--- config.mk ---
export PLATFORM = sky130hd
export DESIGN_NAME = sdp_ddr_sram
export DESIGN_NICKNAME = d
export VERILOG_FILES = /design/src/rtl/sdp_sram_pkg.sv /design/src/rtl/sdp_wr_capture.sv /design/src/rtl/sdp_line_array.sv /design/src/rtl/sdp_rd_pipe.sv /design/src/rtl/sdp_ddr_sram.sv
export SDC_FILE = /design/constraint.sdc
export NUM_CORES = 1
export LEC_CHECK = 0
export BUFFER_PORTS_ARGS = -buffer_cell sky130_fd_sc_hd__clkbuf_2
export CORE_MARGIN = 2
export CORE_UTILIZATION = 60
export DETAILED_ROUTE_END_ITERATION = 10
export PLACE_DENSITY = 0.77
export SYNTH_ARGS = -nofsm -noshare
export SYNTH_HDL_FRONTEND = slang
export SYNTH_SLANG_ARGS = --single-unit
--- constraint.sdc ---
create_clock -name clk -period 3.3 [get_ports clk]
set_clock_uncertainty 0.05 [all_clocks]
set_input_delay 0.66 -clock clk [delete_from_list [all_inputs] [get_ports clk]]
set_output_delay 0.66 -clock clk [all_outputs]
set_load 0.02 [all_outputs]
--- src/rtl/sdp_sram_pkg.sv ---
package sdp_sram_pkg;

    // Which half of the K period the next system-clock edge belongs to.
    typedef enum logic {
        PH_K  = 1'b0,
        PH_KN = 1'b1
    } kphase_t;

    // Output register timing chosen by the strap during reset.
    typedef enum logic {
        OCLK_SPLIT  = 1'b0,
        OCLK_SHARED = 1'b1
    } oclk_mode_t;

    function automatic kphase_t next_phase(kphase_t p);
        return (p == PH_K) ? PH_KN : PH_K;
    endfunction

    function automatic oclk_mode_t strap_mode(logic one_clk);
        return one_clk ? OCLK_SHARED : OCLK_SPLIT;
    endfunction

endpackage

--- src/rtl/sdp_wr_capture.sv ---
module sdp_wr_capture #(
    parameter int ADDR_W = 4,
    parameter int BYTE_W = 9,
    parameter int NBYTES = 2,
    localparam int WORD_W = BYTE_W * NBYTES,
    localparam int LINE_W = 2 * WORD_W,
    localparam int LANES  = 2 * NBYTES
) (
    input  logic              clk,
    input  logic              rst,
    input  logic              k_rise,
    input  logic              wr_sel_n,
    input  logic [ADDR_W-1:0] addr,
    input  logic [WORD_W-1:0] wdata,
    input  logic [NBYTES-1:0] wbe_n,
    output logic              commit_vld,
    output logic [ADDR_W-1:0] commit_addr,
    output logic [LINE_W-1:0] commit_line,
    output logic [LANES-1:0]  commit_en
);

    typedef struct packed {
        logic              vld;
        logic [WORD_W-1:0] data;
        logic [NBYTES-1:0] en;
    } beat_t;

    typedef struct packed {
        logic              vld;
        logic [ADDR_W-1:0] addr;
        logic [LINE_W-1:0] line;
        logic [LANES-1:0]  en;
    } wline_t;

    beat_t  first_q;
    wline_t pend_q;

    always_ff @(posedge clk) begin
        if (rst) begin
            first_q <= '0;
            pend_q  <= '0;
        end else if (k_rise) begin
            // first beat; select is only looked at here
            first_q.vld  <= !wr_sel_n;
            first_q.data <= wdata;
            first_q.en   <= ~wbe_n;
            // a completed line commits on this edge and leaves
            pend_q.vld   <= 1'b0;
        end else begin
            first_q.vld <= 1'b0;
            if (first_q.vld) begin
                pend_q.vld  <= 1'b1;
                pend_q.addr <= addr;
                pend_q.line <= {wdata, first_q.data};
                pend_q.en   <= {~wbe_n, first_q.en};
            end
        end
    end

    assign commit_vld  = pend_q.vld;
    assign commit_addr = pend_q.addr;
    assign commit_line = pend_q.line;
    assign commit_en   = pend_q.en;

endmodule

--- src/rtl/sdp_line_array.sv ---
module sdp_line_array #(
    parameter int ADDR_W = 4,
    parameter int BYTE_W = 9,
    parameter int LANES  = 4,
    localparam int DEPTH  = 1 << ADDR_W,
    localparam int LINE_W = BYTE_W * LANES
) (
    input  logic              clk,
    input  logic              rst,
    input  logic              we,
    input  logic [ADDR_W-1:0] waddr,
    input  logic [LINE_W-1:0] wline,
    input  logic [LANES-1:0]  wen,
    input  logic [ADDR_W-1:0] raddr,
    output logic [LINE_W-1:0] rline
);

    logic [LINE_W-1:0] mem_q [DEPTH];

    always_ff @(posedge clk) begin
        if (rst) begin
            for (int i = 0; i < DEPTH; i++) begin
                mem_q[i] <= '0;
            end
        end else if (we) begin
            for (int l = 0; l < LANES; l++) begin
                if (wen[l]) begin
                    mem_q[waddr][l*BYTE_W +: BYTE_W] <= wline[l*BYTE_W +: BYTE_W];
                end
            end
        end
    end

    assign rline = mem_q[raddr];

endmodule

--- src/rtl/sdp_rd_pipe.sv ---
module sdp_rd_pipe #(
    parameter int ADDR_W = 4,
    parameter int BYTE_W = 9,
    parameter int NBYTES = 2,
    localparam int WORD_W = BYTE_W * NBYTES,
    localparam int LINE_W = 2 * WORD_W,
    localparam int LANES  = 2 * NBYTES
) (
    input  logic              clk,
    input  logic              rst,
    input  logic              k_rise,
    input  logic              mode_single,
    input  logic              rd_sel_n,
    input  logic [ADDR_W-1:0] addr,
    output logic [ADDR_W-1:0] arr_raddr,
    input  logic [LINE_W-1:0] arr_line,
    input  logic              fwd_vld,
    input  logic [ADDR_W-1:0] fwd_addr,
    input  logic [LINE_W-1:0] fwd_line,
    input  logic [LANES-1:0]  fwd_en,
    output logic [WORD_W-1:0] rdata,
    output logic              rdata_oe
);

    typedef struct packed {
        logic              vld;
        logic [ADDR_W-1:0] addr;
    } rreq_t;

    typedef struct packed {
        logic              oe;
        logic [WORD_W-1:0] q;
    } obeat_t;

    rreq_t             req_q;
    obeat_t            near_q;
    obeat_t            far_q;
    logic [WORD_W-1:0] hi_q;
    logic              hi_vld_q;
    logic [LINE_W-1:0] fetched;
    logic              fwd_hit;

    assign arr_raddr = req_q.addr;
    assign fwd_hit   = fwd_vld && (fwd_addr == req_q.addr);

    // a line committing on the fetch edge overrides the array byte by byte
    for (genvar l = 0; l < LANES; l++) begin : g_fwd
        assign fetched[l*BYTE_W +: BYTE_W] = (fwd_hit && fwd_en[l])
                                           ? fwd_line[l*BYTE_W +: BYTE_W]
                                           : arr_line[l*BYTE_W +: BYTE_W];
    end

    always_ff @(posedge clk) begin
        if (rst) begin
            req_q    <= '0;
            near_q   <= '0;
            far_q    <= '0;
            hi_q     <= '0;
            hi_vld_q <= 1'b0;
        end else begin
            if (k_rise) begin
                req_q.vld  <= !rd_sel_n;
                req_q.addr <= addr;
                if (req_q.vld) begin
                    near_q   <= '{oe: 1'b1, q: fetched[WORD_W-1:0]};
                    hi_q     <= fetched[LINE_W-1:WORD_W];
                    hi_vld_q <= 1'b1;
                end else begin
                    near_q   <= '0;
                    hi_vld_q <= 1'b0;
                end
            end else begin
                if (hi_vld_q) begin
                    near_q <= '{oe: 1'b1, q: hi_q};
                end else begin
                    near_q <= '0;
                end
                hi_vld_q <= 1'b0;
            end
            // output clocks trailing K by half a period
            far_q <= near_q;
        end
    end

    assign rdata_oe = mode_single ? near_q.oe : far_q.oe;
    assign rdata    = mode_single ? near_q.q  : far_q.q;

endmodule

--- src/rtl/sdp_ddr_sram.sv ---
module sdp_ddr_sram
    import sdp_sram_pkg::*;
#(
    parameter int ADDR_W = 4,
    parameter int BYTE_W = 9,
    parameter int NBYTES = 2
) (
    input  logic                     clk,
    input  logic                     rst,
    input  logic                     strap_one_clk,
    input  logic                     rd_sel_n,
    input  logic                     wr_sel_n,
    input  logic [ADDR_W-1:0]        addr,
    input  logic [BYTE_W*NBYTES-1:0] wdata,
    input  logic [NBYTES-1:0]        wbe_n,
    output logic [BYTE_W*NBYTES-1:0] rdata,
    output logic                     rdata_oe
);

    localparam int WORD_W = BYTE_W * NBYTES;
    localparam int LINE_W = 2 * WORD_W;
    localparam int LANES  = 2 * NBYTES;

    kphase_t    kph;
    oclk_mode_t omode;
    logic       k_rise;
    logic       mode_single;

    always_ff @(posedge clk) begin
        if (rst) begin
            kph   <= PH_K;
            omode <= strap_mode(strap_one_clk);
        end else begin
            kph <= next_phase(kph);
        end
    end

    assign k_rise      = (kph == PH_K);
    assign mode_single = (omode == OCLK_SHARED);

    logic              commit_vld;
    logic [ADDR_W-1:0] commit_addr;
    logic [LINE_W-1:0] commit_line;
    logic [LANES-1:0]  commit_en;
    logic [ADDR_W-1:0] arr_raddr;
    logic [LINE_W-1:0] arr_line;

    sdp_wr_capture #(
        .ADDR_W(ADDR_W), .BYTE_W(BYTE_W), .NBYTES(NBYTES)
    ) i_wr (
        .clk        (clk),
        .rst        (rst),
        .k_rise     (k_rise),
        .wr_sel_n   (wr_sel_n),
        .addr       (addr),
        .wdata      (wdata),
        .wbe_n      (wbe_n),
        .commit_vld (commit_vld),
        .commit_addr(commit_addr),
        .commit_line(commit_line),
        .commit_en  (commit_en)
    );

    sdp_line_array #(
        .ADDR_W(ADDR_W), .BYTE_W(BYTE_W), .LANES(LANES)
    ) i_arr (
        .clk  (clk),
        .rst  (rst),
        .we   (commit_vld && k_rise),
        .waddr(commit_addr),
        .wline(commit_line),
        .wen  (commit_en),
        .raddr(arr_raddr),
        .rline(arr_line)
    );

    sdp_rd_pipe #(
        .ADDR_W(ADDR_W), .BYTE_W(BYTE_W), .NBYTES(NBYTES)
    ) i_rd (
        .clk        (clk),
        .rst        (rst),
        .k_rise     (k_rise),
        .mode_single(mode_single),
        .rd_sel_n   (rd_sel_n),
        .addr       (addr),
        .arr_raddr  (arr_raddr),
        .arr_line   (arr_line),
        .fwd_vld    (commit_vld && k_rise),
        .fwd_addr   (commit_addr),
        .fwd_line   (commit_line),
        .fwd_en     (commit_en),
        .rdata      (rdata),
        .rdata_oe   (rdata_oe)
    );

endmodule

==> results by group, run 1 <==
Worst setup path
  – Critical Path Source: kph
  – Reg-to-reg slack, setup: 500 ps
  – Worst setup path class: register to register
  – Worst EP required: 3750 ps
  – Crit path largest cell delay: 1140 ps
  – Worst R2R Path Depth: 5
  – Max FO, Critical Path: 27
  – Crit. End Element: register
  – Critical path, cell by cell: buf_4 -> inv_1 -> nor3b_2 -> nand2_1 -> o221ai_1
  – Reg2reg end: i_rd.near_q[16]
  – CP Capture Point: i_rd.near_q[16]
  – Worst flop-to-flop path startpoint: kph
  – Critical-path top delay cell: nor3b_2
  – Startpoint types: register
  – Worst EP arrival: 3250 ps

Global route
  – Met3 usage: 0.06064
  – Global-route wire length before repair: 117.4 mm
  – Vias in the first global route: 19320
  – Global route hottest layer: met2
  – Met1 Usage GRT: 0.4063
  – GR Util met2: 0.4752
  – Largest net degree at the start of global routing: 79
  – Global Route Usage Sum: 0.2963
  – Grt total ovfl: 0
  – Initial antenna violation count: 0

STA
  – Period utilization: 0.8497
  – F_max: 356.6 MHz
  – Setup TNS: 0 ps
  – Slew HR: 0.06351
  – Worst-Margin Slew: 1399 ps
  – Unrepaired setup endpoints after global routing: no
  – Worst Slack Setup Final: 496.1 ps
  – Hold Violations, Final: 0
  – Max Slew Vio Count: 0
  – Tmin final: 2804 ps
  – Hold slack: 195.0 ps
  – Final setup violation count: 0

Routing
  – Vias per inst: 6.793
  – DR iter-0 viols: 2615
  – Drc violations: 0
  – Vias: 19900
  – Drt wl/cell: 26.40 um
  – Post-route ant nets: 0
  – Drt pass-1 iters: 8
  – Post-Route WL: 77.33 mm

Die
  – Die Span Y: 229.8 um
  – Core ar.: 50270 um^2
  – Initial core utilization: 0.6084
  – Die footprint: 52800 um^2
  – Die Span X: 229.8 um
  – Row count: 82
  – Boundary Pins: 48

Clock network
  – CTS tree: built
  – Max Buffers Root-to-Sink: 3
  – CTS Buf Count: 71
  – Post-CTS Setup Bufs: 0
  – CTS root buffer: clkbuf_16
  – Clock transition at path regs: 60 ps
  – Hold_buf cts: 0
  – Post-CTS sizing: 0
  – Clk sinks: 710
  – Htree depth: 3
  – Clk_lat worst skew: 610 ps

Yosys
  – Share of the synthesized area in the top cell type: 0.5665
  – Top FF cell, synth: edfxtp_1
  – Synth area leaders: edfxtp_1, mux4_2, nor3_1, dfxtp_1, clkbuf_1
  – Count leader, synth: nor3_1
  – Sequential share of the synthesized area: 0.6535
  – Leading area contributor after synthesis: edfxtp_1
  – Syn Area/Cell: 13.60 um^2
  – Synthesized flop and latch total: 710
  – Post-synth net total: 2278
  – FFs w/ async S/R, synth: 0
  – Synth top cells by count: nor3_1, edfxtp_1, clkbuf_1, mux4_2
  – Netlist cell types: 34
  – Mapped Area: 30590 um^2
  – Post-synth EDFFs: 577
  – Synth Instances: 2249
  – Ys Warns: 0

Placed design
  – Final GP Congestion: 0.8704
  – Pre-CTS setup slack: 564.6 ps
  – DP Cell Count: 2799
  – Cell area after placement: 31490 um^2
  – I/O Buffers: 47
  – HPWL after DPL: 49.92 mm

Status
  – Outcome: finished, final reports clean

Finish
  – Area grow syn2layout: 10.66%
  – Post-Layout Cell Count: 2929
  – Design area: 33850 um^2
  – Layout cells sized above 1: 0.1901
  – Antenna diodes: 0
  – Nets: 2229
  – Layout Utilization: 0.6733

Power
  – Pwr per Cell Area: 575.1 nW/um^2
  – Total power: 19.47 mW
  – Maximum vdd ir drop: 0.4856 mV
  – Lkg Pwr: 10.75 nW

Job
  – Max Cap Violations: 0

Min path
  – HP Class: input port to register
## flip-flops by register name, indices dropped and copies added (netlist names), named ones only
name and count:
i_arr.mem_q 576, i_rd.arr_raddr 4, i_rd.far_q 19, i_rd.hi_q 18
i_rd.hi_vld_q 1, i_rd.near_q 19, i_rd.req_q 1, i_wr.commit_addr 4
i_wr.commit_en 4, i_wr.commit_line 36, i_wr.commit_vld 1, i_wr.first_q 21
kph 1, mode_single 1
## cells in the final DEF (no fill, tap or decap), drive strengths merged
master,synthesis,final
nand2,133,133
o21bai,64,64
mux4,144,144
a22o,72,72
mux2i,22,22
or2,1,1
a31o,4,4
o2111a,1,1
or3b,1,1
nand2b,1,1
nor2,73,73
edfxtp,577,577
nor3,578,578
inv,3,6
bufinv,0,6
o221ai,36,36
buf,44,91
a21oi,47,47
clkinv,36,55
nand4,1,1
xnor2,3,3
dfxtp,133,133
clkinvlp,0,1
a211oi,3,3
and2,2,2
nor2b,24,24
nand3,11,11
mux2,19,19
nor3b,1,1
clkbuf,215,147
## layer usage
layer	part of all wire	vias to the layer above
li1	-	8533
met1	0.37	9893
met2	0.48	1291
met3	0.11	181
met4	0.037	0
met5	0	-
## logic make-up after synthesis
group,after synthesis,share of synthesized area
AND/OR/NAND/NOR,826,0.1299
flip-flops,710,0.6535
buffers and inverters,298,0.03849
AO/OA/AOI/OAI,227,0.05698
multiplexers,185,0.1202
XOR/XNOR,3,0.0008592
## critical path, delay by kind of cell (launching register included)
family                 cells  cell delay (ps)
buffers and inverters      2              580
AOI/OAI and AO/OA          1              150
DFF                        1              560
and+or+nand+nor            2             1350
## power by group
group          switching [mW]  total [mW]  internal (mW)
clock                    3.40        8.23           4.83
sequential              0.142        10.1           9.95
combinational           0.685        1.15          0.464
total                    4.23        19.5           15.2
## how the worst min path moves through the flow
stage	start	to	slack (ps)	depth (start not counted)
6_report	wr_sel_n	i_wr.first_q[20]	200	2
5_1_grt	wr_sel_n	i_wr.first_q[20]	180	2
4_1_cts	wr_sel_n	i_wr.first_q[20]	180	2
3_5_place_dp	i_wr.first_q[0]	i_wr.commit_en[0]	400	2
3_3_place_gp	i_rd.near_q[18]	i_rd.far_q[18]	390	1
2_1_floorplan	i_wr.first_q[2]	i_wr.commit_line[0]	380	2
## final cells by class
type,count,area (um^2)
sequential,710,20000
fill,3389,16430
multi-input combinational,1241,9493
clock buffer,101,2059
timing repair buffer,137,1013
tap,672,840.8
clock inverter,29,297.8
inverter,39,146.4
(Power assumes the default switching activity.)
==> inputs of run 2 (changes only) <==
- clock period: 3.3 -> 2.8 ns (I/O delays scaled with it)
==> run 2 against run 1 <==
Net effect:
- power increased by 17%
- non-clock buffer count increased by 22
- worst hold slack got worse by 110 ps
- critical path type unchanged
- largest power group unchanged
==> results by group, run 2 (synthesized netlist as in run 1, its figures left out) <==
Finish
  – Commonest cells after routing, fill and taps aside: nor3_1, edfxtp_1, mux4_2
  – Area grow syn2layout: 11.46%
  – Nets: 2251 (+0.99%)
  – Layout cells sized above 1: 0.1999 (+0.009837)
  – Commonest non-fill, non-tap cell in the layout: nor3_1
  – Design area: 34090 um^2 (+0.72%)
  – Area of the multi-input gates: 9499 um^2 (about the same)
  – Largest Register: i_arr.mem_q
  – Register area: 20000 um^2 (unchanged)
  – Filler cells: 3364 (-0.74%)
  – Max reg flops: 576 (unchanged)

Worst setup path
  – CP Buf/Inv Count: 1 (-1)
  – Max FO, Critical Path: 12 (-56%)
  – Critical path, cell by cell: nor2b_1 -> nand2_1 -> buf_4 -> o21bai_1
  – Reg-to-reg slack, setup: 290 ps (-210 ps)
  – CP top delay family: compound AO/OA/AOI/OAI gates
  – Worst setup path class: register to register
  – Worst EP required: 2980 ps (-770 ps)
  – Crit. End Element: register
  – Critical-path top delay cell: o21bai_1
  – Crit path largest cell delay: 800 ps (-340 ps)
  – Startpoint types: register
  – Worst EP arrival: 2690 ps (-560 ps)

Die
  – Die Span Y: 229.8 um (unchanged)
  – Row count: 82 (unchanged)
  – Core ar.: 50270 um^2 (unchanged)
  – Die Span X: 229.8 um (unchanged)
  – Initial core utilization: 0.6084 (unchanged)
  – Boundary Pins: 48 (unchanged)
  – Die footprint: 52800 um^2 (unchanged)

STA
  – Tmin final: 2515 ps (-289.1 ps)
  – Max Slew Vio Count: 0 (unchanged)
  – Setup TNS: 0 ps (unchanged)
  – Hold Violations, Final: 0 (unchanged)
  – Unrepaired setup endpoints after global routing: no
  – Final setup violation count: 0 (unchanged)
  – F_max: 397.7 MHz (+11%)
  – Period utilization: 0.8981 (+0.04846)
  – Worst-Margin Slew: 997.8 ps (-400.8 ps)
  – Slew HR: 0.3334 (+0.2699)

Routing
  – Post-Route WL: 80.78 mm (+4.5%)
  – Drt wl/cell: 27.35 um (+3.6%)
  – DR iter-0 viols: 2803 (+7.2%)
  – Vias: 20350 (+2.3%)
  – Vias per inst: 6.890 (+1.4%)
  – Post-route ant nets: 0 (unchanged)
  – Drc violations: 0 (unchanged)
  – Drt pass-1 iters: 6 (-2)

Clock network
  – Htree depth: 3 (unchanged)
  – Clock transition at path regs: 60 ps (about the same)
  – Post-CTS Setup Bufs: 0 (unchanged)
  – CTS Buf Count: 71 (unchanged)
  – Clk_lat worst skew: 610 ps (about the same)
  – CTS tree: built
  – CTS root buffer: clkbuf_16
  – Hold_buf cts: 0 (unchanged)
  – Post-CTS sizing: 0 (unchanged)
  – Clk sinks: 710 (unchanged)
  – Max Buffers Root-to-Sink: 3 (unchanged)

Power
  – Sequential Power Share: 0.524 (+0.006)
  – Pint: 17.67 mW (+16%)
  – Clock share of power: 0.414 (-0.009)
  – Maximum vdd ir drop: 0.5831 mV (+20%)
  – Pwr per Cell Area: 665.8 nW/um^2 (+16%)
  – NetSw: 5.024 mW (+19%)
  – Lkg Pwr: 10.90 nW (+1.4%)
  – Comb pwr share: 0.062 (+0.003)
  – Switching fraction of total power: 0.2213 (+0.004072)

Global route
  – Initial antenna violation count: 1 (+1)
  – Largest net degree at the start of global routing: 66 (-16%)
  – Global Route Usage Sum: 0.3114 (+0.01512)
  – Vias in the first global route: 20080 (+4.0%)
  – Grt total ovfl: 0 (unchanged)
  – Global-route wire length before repair: 123.4 mm (+5.1%)

Status
  – Outcome: finished, final reports clean

Min path
  – HP Class: input port to register

Placed design
  – HPWL after DPL: 51.41 mm (+3.0%)
  – I/O Buffers: 47 (unchanged)
  – Final GP Congestion: 0.8886 (+2.1%)
  – Cell area after placement: 31810 um^2 (+1.0%)

Job
  – Max Cap Violations: 0 (unchanged)
-- run 2: cell types whose count changed in the layout (fill, tap and decap cells not counted), sizes merged --
cell	change
buf	+22
bufinv	-2
clkbuf	-5
clkinv	+7
clkinvlp	+1
diode	+1
inv	+1
-- run 2: worst reg2reg max path: cells and delay by family, from the launching register on --
kind,cells,cell delay (ps)
compound gates,1,800
flops,1,550
simple gates,2,490
buf+inv,1,240
-- run 2: layout make-up --
cell class                      count  share of cell area
Inverter                           39            0.004294
Antenna cell                        1          0.00007340
Tap cell                          672             0.02466
Clock buffer                       96             0.05846
Multi-Input combinational cell   1241              0.2786
Clock inverter                     36            0.008514
Timing Repair Buffer              159             0.03883
Sequential cell                   710              0.5865
-- run 2: routing by layer --
layer / vias to the layer above / track usage / wire, um
met2: 1466 / 0.4869 / 38140
met3: 213 / 0.08457 / 9993
met4: 0 / 0.1216 / 3223
li1: 8599 / - / -
met1: 10080 / 0.4207 / 29430
met5: - / 0 / 0
-- run 2: worst paths after layout --
kind | from | cells past startpoint | end
hold reg to reg | i_wr.commit_line[0] | 2 | i_wr.commit_line[0]
hold / removal | wr_sel_n | 2 | i_wr.first_q[20]
setup / recovery | i_wr.commit_addr[0] | 4 | i_arr.mem_q[1][12]
setup reg to reg | i_wr.commit_addr[0] | 4 | i_arr.mem_q[1][12]
-- run 2: power groups by stage --
stage                     registers [mW]  clock network [mW]  logic, mW
after floorplan                     12.0                   0      0.979
final                               11.9                9.40       1.40
after global placement              12.1                   0       1.34
after global routing                11.9                9.84       1.47
after detailed placement            12.1                   0       1.37
after CTS                           11.9                9.41       1.38
-- run 2: metrics by stage --
stage                 util  instances  power (mW)  hold WS (ps)  setup slack, ps
global route        0.6781       2954       23.22         65.40            125.3
floorplan                -       2249       12.98         381.5            549.1
detailed placement  0.6327       2821       13.48         398.0            164.1
global placement    0.6320       2820       13.42         389.7            35.66
finish              0.6781       2954       22.70         81.75            285.3
CTS                 0.6781       2953       22.68         60.08            252.6
